[src/rtl/cpmbx_pkg.sv]
// Package: shared widths and slot numbering for the coprocessor mailbox.
// Assumes a 32-bit host data path and five lifecycle flags.
package cpmbx_pkg;
    localparam int HDATA_W = 32;
    localparam int NFLAG   = 5;
    localparam int NSLOT   = 4;

    // Slot order inside the window; the host software depends on it.
    typedef enum logic [1:0] {
        SLOT_CMD  = 2'd0,
        SLOT_STAT = 2'd1,
        SLOT_PLO  = 2'd2,
        SLOT_PHI  = 2'd3
    } slot_e;
endpackage

[src/rtl/cpmbx_decode.sv]
// Module: address decoder for the mailbox window.
// Produces one-hot slot hits for word-aligned addresses BASE+WIN_OFF+4*i.
// Assumes the window does not wrap the address space.
module cpmbx_decode #(
    parameter int ADDR_W = 16,
    parameter logic [ADDR_W-1:0] BASE = '0,
    parameter logic [ADDR_W-1:0] WIN_OFF = ADDR_W'(16'h0070)
) (
    input  logic [ADDR_W-1:0]          addr,
    output logic [cpmbx_pkg::NSLOT-1:0] hit
);
    localparam logic [ADDR_W-1:0] WIN_BASE = BASE + WIN_OFF;

    // One comparator per slot
    for (genvar i = 0; i < cpmbx_pkg::NSLOT; i++) begin : g_slot
        localparam logic [ADDR_W-1:0] SLOT_A = WIN_BASE + ADDR_W'(4 * i);
        assign hit[i] = (addr == SLOT_A);
    end
endmodule

[src/rtl/cpmbx_cmd.sv]
// Module: command word with busy semantics.
// Loads a nonzero host value only when idle, pulses the coprocessor once,
// records writes while busy as a sticky overrun, and clears on completion.
module cpmbx_cmd #(
    parameter int W = 32
) (
    input  logic         clk,
    input  logic         rst_n,
    input  logic         wr_hit,
    input  logic [W-1:0] wdata,
    input  logic         done,
    output logic [W-1:0] cmd_o,
    output logic         pulse_o,
    output logic         ovr_o
);
    logic [W-1:0] cmd_q;
    logic         pulse_q;
    logic         ovr_q;
    logic         busy;
    logic         accept;
    logic         busy_wr;

    // Qualify the host write against the busy state
    always_comb begin
        busy    = (cmd_q != '0);
        accept  = wr_hit && !busy && (wdata != '0);
        busy_wr = wr_hit && busy;
    end

    // Command register, pulse and sticky overrun
    always_ff @(posedge clk) begin
        if (!rst_n) begin
            cmd_q   <= '0;
            pulse_q <= 1'b0;
            ovr_q   <= 1'b0;
        end else begin
            if (accept)
                cmd_q <= wdata;
            else if (done)
                cmd_q <= '0;
            pulse_q <= accept;
            if (busy_wr)
                ovr_q <= 1'b1;
        end
    end

    assign cmd_o   = cmd_q;
    assign pulse_o = pulse_q;
    assign ovr_o   = ovr_q;
endmodule

[src/rtl/cpmbx_status.sv]
// Module: lifecycle flag bank driven only from the coprocessor side.
// Each flag has its own set and clear strobe; set takes priority.
module cpmbx_status #(
    parameter int N = 5
) (
    input  logic         clk,
    input  logic         rst_n,
    input  logic [N-1:0] set_i,
    input  logic [N-1:0] clr_i,
    output logic [N-1:0] flags_o
);
    // One flop per flag
    for (genvar i = 0; i < N; i++) begin : g_flag
        logic f_q;
        // Set-dominant flag update
        always_ff @(posedge clk) begin
            if (!rst_n)
                f_q <= 1'b0;
            else if (set_i[i])
                f_q <= 1'b1;
            else if (clr_i[i])
                f_q <= 1'b0;
        end
        assign flags_o[i] = f_q;
    end
endmodule

[src/rtl/cpmbx_ptr.sv]
// Module: buffer pointer held as host-writable halves.
// Assumes the host writes each half with a separate word access.
module cpmbx_ptr #(
    parameter int HALF_W = 32,
    parameter int NHALF  = 2
) (
    input  logic                     clk,
    input  logic                     rst_n,
    input  logic [NHALF-1:0]         wr_en,
    input  logic [HALF_W-1:0]        wdata,
    output logic [NHALF*HALF_W-1:0]  ptr_o
);
    // One register per half, lowest half first
    for (genvar h = 0; h < NHALF; h++) begin : g_half
        logic [HALF_W-1:0] half_q;
        // Host write of this half
        always_ff @(posedge clk) begin
            if (!rst_n)
                half_q <= '0;
            else if (wr_en[h])
                half_q <= wdata;
        end
        assign ptr_o[h*HALF_W +: HALF_W] = half_q;
    end
endmodule

[src/rtl/cpmbx_top.sv]
// Module: coprocessor mailbox register window (top).
// Host side: 32-bit word read/write port with registered read data.
// Coprocessor side: flag strobes, completion strobe, command/pointer view.
// Assumes at most one host access per cycle; read and write may coincide.
module cpmbx_top #(
    parameter int ADDR_W = 16,
    parameter logic [ADDR_W-1:0] BASE = '0,
    parameter logic [ADDR_W-1:0] WIN_OFF = ADDR_W'(16'h0070)
) (
    input  logic                                clk,
    input  logic                                rst_n,
    input  logic [ADDR_W-1:0]                   hst_addr,
    input  logic                                hst_we,
    input  logic                                hst_rd,
    input  logic [cpmbx_pkg::HDATA_W-1:0]       hst_wdata,
    output logic [cpmbx_pkg::HDATA_W-1:0]       hst_rdata,
    input  logic [cpmbx_pkg::NFLAG-1:0]         cp_set,
    input  logic [cpmbx_pkg::NFLAG-1:0]         cp_clr,
    input  logic                                cp_done,
    output logic [cpmbx_pkg::HDATA_W-1:0]       cp_cmd,
    output logic [2*cpmbx_pkg::HDATA_W-1:0]     cp_ptr,
    output logic                                cp_new_cmd,
    output logic                                cp_overrun
);
    import cpmbx_pkg::*;

    localparam int PAD_W = HDATA_W - NFLAG;

    logic [NSLOT-1:0]   hit;
    logic [NFLAG-1:0]   flags;
    logic [HDATA_W-1:0] rd_mux;
    logic [HDATA_W-1:0] rdata_q;

    cpmbx_decode #(.ADDR_W(ADDR_W), .BASE(BASE), .WIN_OFF(WIN_OFF)) u_dec (
        .addr (hst_addr),
        .hit  (hit)
    );

    cpmbx_cmd #(.W(HDATA_W)) u_cmd (
        .clk     (clk),
        .rst_n   (rst_n),
        .wr_hit  (hst_we && hit[SLOT_CMD]),
        .wdata   (hst_wdata),
        .done    (cp_done),
        .cmd_o   (cp_cmd),
        .pulse_o (cp_new_cmd),
        .ovr_o   (cp_overrun)
    );

    cpmbx_status #(.N(NFLAG)) u_stat (
        .clk     (clk),
        .rst_n   (rst_n),
        .set_i   (cp_set),
        .clr_i   (cp_clr),
        .flags_o (flags)
    );

    cpmbx_ptr #(.HALF_W(HDATA_W), .NHALF(2)) u_ptr (
        .clk   (clk),
        .rst_n (rst_n),
        .wr_en ({hst_we && hit[SLOT_PHI], hst_we && hit[SLOT_PLO]}),
        .wdata (hst_wdata),
        .ptr_o (cp_ptr)
    );

    // Select the addressed slot's current value; misses read zero
    always_comb begin
        rd_mux = '0;
        if (hit[SLOT_CMD])       rd_mux = cp_cmd;
        else if (hit[SLOT_STAT]) rd_mux = {{PAD_W{1'b0}}, flags};
        else if (hit[SLOT_PLO])  rd_mux = cp_ptr[HDATA_W-1:0];
        else if (hit[SLOT_PHI])  rd_mux = cp_ptr[2*HDATA_W-1:HDATA_W];
    end

    // Register read data; zero when no read was requested
    always_ff @(posedge clk) begin
        if (!rst_n)
            rdata_q <= '0;
        else
            rdata_q <= hst_rd ? rd_mux : '0;
    end

    assign hst_rdata = rdata_q;
endmodule

[config.mk]
export PLATFORM = sky130hd
export DESIGN_NAME = cpmbx_top
export DESIGN_NICKNAME = d
export VERILOG_FILES = /design/src/rtl/cpmbx_pkg.sv /design/src/rtl/cpmbx_decode.sv /design/src/rtl/cpmbx_cmd.sv /design/src/rtl/cpmbx_status.sv /design/src/rtl/cpmbx_ptr.sv /design/src/rtl/cpmbx_top.sv
export SDC_FILE = /design/constraint.sdc
export NUM_CORES = 1
export LEC_CHECK = 0
export CAP_MARGIN = 20
export CORE_ASPECT_RATIO = 0.5
export CORE_MARGIN = 2
export CORE_UTILIZATION = 45
export CTS_CLUSTER_SIZE = 28
export DETAILED_ROUTE_END_ITERATION = 7
export PLACE_DENSITY = 0.85
export SYNTH_ARGS = -nofsm -noshare
export SYNTH_HDL_FRONTEND = slang
export SYNTH_SLANG_ARGS = --single-unit
[constraint.sdc]
create_clock -name clk -period 2.2 [get_ports clk]
set_input_delay 0.44 -clock clk [delete_from_list [all_inputs] [get_ports clk]]
set_output_delay 0.44 -clock clk [all_outputs]
set_load 0.05 [all_outputs]
# Word-level counts from Yosys, hierarchy flattened
# Cells that the tools add are included.
[totals]
inputBits = 63
regBits = 135
word_cells = 47
out_inout_bits = 130
[classes]
n_eq_ne = 4
reduce_logical = 16
n_mux = 16
[op_table]
columns = ["op", "count"]
rows = [
  ["$mux W32", 6],
  ["$eq A16 B7 Y1 const B", 4],
  ["$reduce_bool A32 Y1", 2],
  ["$reduce_bool A2 Y1", 6],
  ["$mux W1", 10],
  ["$logic_and A1 B1 Y1", 6],
  ["$reduce_and A2 Y1", 1],
  ["$logic_not A1 Y1", 1],
]

# Longest topological paths before layout
# Gate-level depths: netlist (run 1).
[logic_depth]
ltp_word = 5
mapped_depth = 7
mapped_depth_nobuf = 4

# By module
# A second synthesis (run 1) with hierarchy kept.
[unflattened]
hier_cells = 560
area_unflattened_um2 = 5844.4
[by_module_without_submodules]
columns = ["mod", "cells_each", "seq_area_each_um2", "instances", "area_per_inst_um2"]
rows = [
  ["cpmbx_ptr", 207, 1281.2, 1, 2492.4],
  ["cpmbx_top", 158, 640.6, 1, 1561.5],
  ["cpmbx_cmd", 164, 680.7, 1, 1440.1],
  ["cpmbx_status", 20, 100.1, 1, 244.0],
  ["cpmbx_decode", 11, 0.0, 1, 106.4],
]

# Worst setup path after synthesis (run 1)
# No wires, ideal clock.
[synth_timing]
kind = "input-to-reg"
from = "in hst_addr[12]"
to = "reg u_ptr.g_half[0].half_q[10]"
setup_time_ns = 0.072
t_arrival_ns = 1.765
required_ns = 2.128
cell_stages = 4
path_slack_ns = 0.363
path_buffers = 1
cell_sequence = "or4_4 > nor4_4 > buf_6 > mux2i_1"
[synth_between]
elab_chain_cells = 2
[synth_rtl]
columns = ["item", "line", "source"]
rows = [
  ["start, declared", "cpmbx_top.sv:12", "input logic [ADDR_W-1:0] hst_addr,"],
  ["$eq A16 B7 Y1", "cpmbx_decode.sv:17", "assign hit[i] = (addr == SLOT_A);"],
  ["$logic_and A1 B1 Y1", "cpmbx_top.sv:61", ".wr_en ({hst_we && hit[SLOT_PHI], hst_we && hit[SLOT_PLO]}),"],
  ["end signal, assigned", "cpmbx_ptr.sv:21", "half_q <= wdata;"],
  ["end, declared", "cpmbx_ptr.sv:15", "logic [HALF_W-1:0] half_q;"],
]
# No other way between the ends.
# A chain may end at the register's enable or synchronous reset.

# Worst setup path in the final report (run 1)
[layout_timing]
from = "reg u_cmd.cmd_q[23], in the netlist u_cmd.cmd_o[23]"
to = "out cp_cmd[23] (netlist name)"
[layout_lines]
columns = ["item", "line", "source"]
rows = [
  ["start, declared", "cpmbx_cmd.sv:16", "logic [W-1:0] cmd_q;"],
  ["start signal, assigned", "cpmbx_cmd.sv:38", "cmd_q <= wdata;"],
  ["end, declared", "cpmbx_top.sv:20", "output logic [cpmbx_pkg::HDATA_W-1:0] cp_cmd,"],
]
# No word-level cell between the ends.

==> flow_summary.yaml, run 1 <==
clock_tree:
  cts-root-buf: "clkbuf_16"
  clkSinkCount: 135
  cts_hold_buf: 0
  clkLatencyLatePin_ps: 410
  clkSlewWorstSetupHoldPaths_ps: 60
  cts_buffers: 17
  cts_resized: 0
  cts_tree: "done"
  cts_setup_buffers: 0
  cts_buffer_depth: 2
  htree_levels: 4
power:
  p_leak_nw: 3.14
  finalPower_mw: 5.66
  powerDensity_mw_per_mm2: 704
  ir_worst_vdd_mv: 0.494
routing:
  drc_errors: 0
  routed.top_layer: "met4"
  met3_length_mm: 1.06
  viasPerCell: 5.37
  drt-met1-wl_mm: 7.38
  ant_nets: 0
  vias: 4857
  met2WireLength_mm: 7.67
  wl_per_cell_um: 18.4
  drtIter0Drc: 310
  first_pass_iters: 5
  wl_mm: 16.6
timing:
  period_needed_ps: 2120
  fmax_mhz: 471
  maxSlewViolCount: 0
  skew_ps: 5.62
  setup_violations: 0
  rsz0062_at_grt: "no"
  hold_viol: 0
  final_min_period_over_clock_period: 0.964
  worst_slew_margin_rel: 0.332
  worst_slew_pin_slew_ps: 997
  tns_ps: 0
setup_path:
  path_buf_inv: 1
  required_ps: 1760
  cp-end-kind: "output pin"
  worstSetupPathType: "flop to output pin"
  cp_top_family: "buffers and inverters"
  worst_path_largest_cell_delay_ps: 840
  worstPathArrival_ps: 1680
  crit_fanout: 4
  cp_cell_sequence: "clkdlybuf4s50_1"
  cp-start-kind: "flop"
  cp-startpoint: "u_cmd.cmd_o[23]$_SDFFE_PN0P_"
  r2r_start: "u_cmd.cmd_o[15]$_SDFFE_PN0P_"
  cp_slowest_cell: "clkdlybuf4s50_1"
layout:
  n_antenna_cell: 0
  n_fill_cell: 827
  drive_above_1_share: 0.0880
  fin_cells: 904
  register_area_mm2: 0.00270
  syn_to_final_growth_pct: 49.2
  multiInputGateArea_mm2: 0.00244
  finalNetCount: 790
floorplan:
  rows: 28
  dieArea_mm2: 0.0129
  coreArea_mm2: 0.0117
  die-width_um: 159
  die_h_um: 81.4
  start_util: 0.459
  num_io_pins: 193
global_routing:
  grt_pass1_wl_mm: 25.6
  grt_pass1_vias: 4706
  grt_max_degree: 55
  track_usage: 0.256
  antenna_found_initial: 0
  grt-ovfl-total: 0
logic_synthesis:
  postSynthAreaPerCell_um2: 10.0
  synth.distinct_cells: 26
  ys_ff_latch: 135
  yosys_warnings: 0
  syn_area_mm2: 0.00539
  syn_nets: 600
  postSynthCellCount: 537
  synth_seq_area_share: 0.501
placement:
  gp_congestion: 0.866
  place_hpwl_mm: 11.5
  place_inst: 873
  portBuffers: 192
flow_run:
  maxCapViolCount: 0
run_status:
  status: "finished clean"
min_path:
  hold_path.class: "input port to flop"
  holdCritStartpoint: "hst_addr[3]"
## flip-flops by register name, indices dropped and copies added (netlist names)
name,flops
u_cmd.ovr_o,1
u_stat.g_flag.f_q,5
u_cmd.cmd_o,32
u_ptr.g_half.half_q,64
hst_rdata,32
u_cmd.pulse_o,1
## placed cells by master, fill, tap and decap left out, types with 2 or more instances in the layout
cell	instances
clkinv_4	2
nor2_1	56
nand2_1	98
clkinvlp_4	2
nand4_1	5
buf_4	17
clkbuf_16	17
mux4_2	5
clkinv_2	4
buf_2	2
clkbuf_8	2
o21a_1	6
nand4b_1	2
nor4b_4	3
dfxtp_1	135
buf_12	3
a21oi_1	27
bufinv_16	3
mux2i_1	91
clkdlybuf4s50_1	189
a22o_1	32
nor4_1	17
nor2b_1	10
## worst register-to-register path: stages, from the launching register on
cell	delay (ps)
dfxtp_1	340
nor4_1	520
nand4_1	280
nor4b_4	330
buf_4	290
a22o_1	170
## cell families (layout without fill, tap and decap cells)
logic type	Yosys count	after routing	synth area share
compound gates	66	66	0.0863
buf+inv	40	242	0.0459
flops	135	135	0.501
mux	96	96	0.190
simple gates	200	200	0.177
## cells in the mapped netlist
| cell type | number | area [um2] |
|---|---|---|
| nand2b_1 | 1 | 6.26 |
| nand2_1 | 98 | 368 |
| clkbuf_1 | 17 | 63.8 |
| o21ai_0 | 1 | 5.00 |
| o21a_1 | 6 | 45.0 |
| nor4_4 | 1 | 21.3 |
| mux2i_1 | 91 | 911 |
| nor4_1 | 17 | 106 |
| nor4b_4 | 3 | 71.3 |
| nand4_2 | 1 | 12.5 |
| nand4_1 | 5 | 31.3 |
| or4_4 | 1 | 11.3 |
| and3b_1 | 1 | 8.76 |
| a21oi_1 | 27 | 135 |
| buf_6 | 12 | 135 |
| nor3b_1 | 1 | 7.51 |
| a22o_1 | 32 | 280 |
| nand4b_1 | 2 | 17.5 |
| nor2_1 | 56 | 210 |
| mux4_2 | 5 | 113 |
| nor2b_1 | 11 | 68.8 |
| and2_1 | 1 | 6.26 |
| or3_1 | 1 | 6.26 |
| buf_2 | 6 | 30.0 |
| buf_1 | 5 | 18.8 |
| dfxtp_1 | 135 | 2700 |
## metrics by stage
stage               area, um2  utilization  hold slack [ps]  setup slack [ps]
floorplan                5390            -              538               363
global placement         7440        0.634              437              -108
detailed placement       7440        0.634              459              -186
CTS                      8050        0.686              406              90.4
global route             8050        0.686              456              42.7
finish                   8050        0.686              406              78.9
## path summary, 6_finish.rpt
kind         slack [ps]                           to  cells past startpoint
max                  80                   cp_cmd[23]                      1
min                 410     u_cmd.ovr_o$_SDFFE_PN0P_                      4
max reg2reg         210  u_cmd.cmd_o[0]$_SDFFE_PN0P_                      5
min reg2reg         470     u_cmd.ovr_o$_SDFFE_PN0P_                      2
## power by group
| group | switching [mW] | total [mW] | leakage, nW | internal, mW |
|---|---|---|---|---|
| clock | 1.07 | 2.91 | 0.295 | 1.83 |
| combinational | 0.155 | 0.302 | 1.76 | 0.146 |
| sequential | 0.00312 | 2.45 | 1.09 | 2.45 |
| total | 1.23 | 5.66 | 3.14 | 4.43 |
## final cells by class
cell class	instances	share of cell area
multi-input combinational	362	0.304
timing repair buffer	211	0.260
clock buffer	19	0.0563
tap	165	0.0257
clock inverter	12	0.0188
sequential	135	0.336
## routing by layer
metal  up-vias  GRT usage
li1       2255          -
met1      2343      0.321
met2       212      0.426
met3        47     0.0567
met4         0      0.128
met5         -          0
Power figures use the tool's default switching activity.
==> run 2, diff against run 1 <==
- ABC_AREA: unset -> 1
- PLACE_DENSITY: 0.85 -> 0.82
==> run 2 against run 1 <==
Against the previous run: sequential share of layout area fell by 5.4 points; register-to-register slack gained 240 ps; utilization grew 0.77 points; clock skew up 7.4 ps; synthesized cell count is 76% higher; worst setup slack lost 17 ps; design area up 19%; first-iteration DRC count increased by 150%; global-route usage increased by 5.7 points; synthesized area grew 20%; clock power increased by 14%; worst hold slack improved by 54 ps; critical path type unchanged; largest power group unchanged.
==> flow_summary.yaml, run 2 <==
placement:
  placed_area_mm2: 0.00889
  place_inst: 1333
  place_hpwl_mm: 16.8
  gp_congestion: 0.948
  portBuffers: 192
setup_path:
  r2r_end: "u_cmd.cmd_o[26]$_SDFFE_PN0P_"
  cp_top_family: "buffers and inverters"
  cp-end-kind: "output pin"
  cp.depth: 1
  cp-start-kind: "flop"
  worstRegToRegCells: 10
  crit_fanout: 5
  path_buf_inv: 1
  cp_cell_sequence: "clkdlybuf4s50_1"
  worstSetupPathType: "flop to output pin"
  ff2ff_setup_slack_ps: 450
  cp_slowest_cell: "clkdlybuf4s50_1"
  required_ps: 1760
  r2r_start: "u_cmd.cmd_o[9]$_SDFFE_PN0P_"
  worst_path_largest_cell_delay_ps: 850
  worstPathArrival_ps: 1700
power:
  swShare: 0.220
  pwr-share-comb: 0.058
  sequentialPowerShare: 0.400
  p_leak_nw: 4.08
  intPower_mw: 4.79
  p_clk_frac: 0.542
  p_switching_mw: 1.35
  powerDensity_mw_per_mm2: 641
  ir_worst_vdd_mv: 0.511
logic_synthesis:
  synth_top_area_cell: "dfxtp_1"
  yosys_warnings: 0
  yosys.cell_count.top_type: "nand2_1"
  ys_ff_latch: 135
  synth_top_area_frac: 0.418
  postSynthCellCount: 947
  synthFlopType: "dfxtp_1"
  syn_area_mm2: 0.00647
  synth_common_cells: "nand2_1, dfxtp_1, nand3_1, inv_1, nor2_1"
  synth_seq_area_share: 0.418
  syn_nets: 1010
  synth_edf_count: 0
  ys_async_sr_fraction: 0
  synth.distinct_cells: 26
  synth_top_cells_by_area: "dfxtp_1, nand2_1, nand3_1"
  postSynthAreaPerCell_um2: 6.83
clock_tree:
  clkSlewWorstSetupHoldPaths_ps: 60
  cts-root-buf: "clkbuf_16"
  cts_setup_buffers: 0
  clkSinkCount: 135
  cts_resized: 0
  cts_buffer_depth: 2
  clkLatencyLatePin_ps: 420
  htree_levels: 4
  cts_buffers: 17
  cts_hold_buf: 0
  cts_tree: "done"
layout:
  fin_cells: 1365
  largest_reg_flops: 64
  syn_to_final_growth_pct: 48.0
  final_area_mm2: 0.00958
  n_antenna_cell: 0
  layout_common_cells: "nand2_1, clkdlybuf4s50_1, dfxtp_1"
  n_fill_cell: 1088
  mostFrequentLayoutCell: "nand2_1"
  drive_above_1_share: 0.109
  top_register: "u_ptr.g_half.half_q"
  finalNetCount: 1223
global_routing:
  track_usage: 0.313
  grt_pass1_wl_mm: 38.2
  antenna_found_initial: 1
  grt_max_degree: 50
  grt-ovfl-total: 0
  grt_pass1_vias: 7491
routing:
  vias: 7612
  ant_nets: 0
  wl_per_cell_um: 17.7
  drc_errors: 0
  drtIter0Drc: 761
  first_pass_iters: 5
  wl_mm: 24.1
  viasPerCell: 5.58
timing:
  fmax_mhz: 468
  finalHoldWorstSlack_ps: 460
  tns_ps: 0
  period_needed_ps: 2140
  maxSlewViolCount: 0
  final_min_period_over_clock_period: 0.972
  worst_slew_margin_rel: 0.625
  skew_ps: 13.1
  setup_violations: 0
  hold_viol: 0
  worst_slew_pin_slew_ps: 561
  rsz0062_at_grt: "no"
min_path:
  holdCritStartpoint: "rst_n"
  hold_path.class: "input port to flop"
  worstHoldPathCells: 3
  hold_end: "u_ptr.g_half[0].half_q[4]$_SDFFE_PN0P_"
floorplan:
  coreArea_mm2: 0.0138
  die_h_um: 88.8
  rows: 30
  die-width_um: 174
  start_util: 0.469
  dieArea_mm2: 0.0154
  num_io_pins: 193
run_status:
  status: "finished clean"
flow_run:
  maxCapViolCount: 0
[run 2: cell count changes after synthesis, moves of 32 or more]
cell and change:
nand3_1 +124, inv_1 +101, nand2_1 +94, mux2i_1 -91, nand4_1 +55, a21oi_1 +43
nor2_1 +39, o21ai_0 +34, a22o_1 -32
[run 2: per-stage QoR]
stage / setup WS [ps] / util / power, mW
6_report: 61.7 / 0.693 / 6.14
5_1_grt: 23.1 / 0.693 / 6.28
4_1_cts: 67.8 / 0.693 / 6.13
3_5_place_dp: -109 / 0.644 / 2.85
3_3_place_gp: -31.0 / 0.644 / 2.85
2_1_floorplan: 587 / - / 2.62
[run 2: cell families (layout without fill, tap and decap cells)]
logic type / after synthesis / in the layout / synth area share
DFF: 135 / 135 / 0.418
buffers and inverters: 173 / 399 / 0.118
and+or+nand+nor: 522 / 522 / 0.374
AOI/OAI and AO/OA: 117 / 117 / 0.0909
[run 2: power groups by stage]
| stage | sequential [mW] | combinational, mW | clock [mW] |
|---|---|---|---|
| after floorplan | 2.51 | 0.114 | 0 |
| after global placement | 2.51 | 0.337 | 0 |
| after detailed placement | 2.51 | 0.340 | 0 |
| after CTS | 2.45 | 0.344 | 3.33 |
| after global routing | 2.45 | 0.374 | 3.45 |
| final | 2.45 | 0.355 | 3.33 |
[run 2: worst max path at each step]
| stage | slack, ps | startpoint | end |
|---|---|---|---|
| finish | 60 | u_cmd.cmd_o[17]$_SDFFE_PN0P_ | cp_cmd[17] |
| global route | 20 | u_cmd.cmd_o[17]$_SDFFE_PN0P_ | cp_cmd[17] |
| CTS | 70 | u_cmd.cmd_o[17]$_SDFFE_PN0P_ | cp_cmd[17] |
| detailed placement | -110 | hst_addr[1] | u_cmd.cmd_o[9]$_SDFFE_PN0P_ |
| global placement | -30 | hst_addr[1] | u_cmd.cmd_o[3]$_SDFFE_PN0P_ |
| floorplan | 590 | u_cmd.cmd_o[27]$_SDFFE_PN0P_ | u_cmd.cmd_o[22]$_SDFFE_PN0P_ |
[run 2: cell type report]
cell class / instances / area (um2) / share of cell area
tap: 192 / 240 / 0.0251
multi-input combinational: 639 / 3010 / 0.315
sequential: 135 / 2700 / 0.282
clock inverter: 13 / 241 / 0.0252
inverter: 108 / 405 / 0.0423
timing repair buffer: 259 / 2530 / 0.264
clock buffer: 19 / 443 / 0.0462
[run 2: metal layers]
| metal | wire length, um | track usage | vias to the layer above | part of all wire |
|---|---|---|---|---|
| li1 | - | - | 3525 | - |
| met1 | 9890 | 0.394 | 3524 | 0.41 |
| met2 | 10900 | 0.509 | 484 | 0.45 |
| met3 | 2630 | 0.0898 | 79 | 0.11 |
| met4 | 671 | 0.139 | 0 | 0.028 |
| met5 | 0 | 0 | - | 0 |
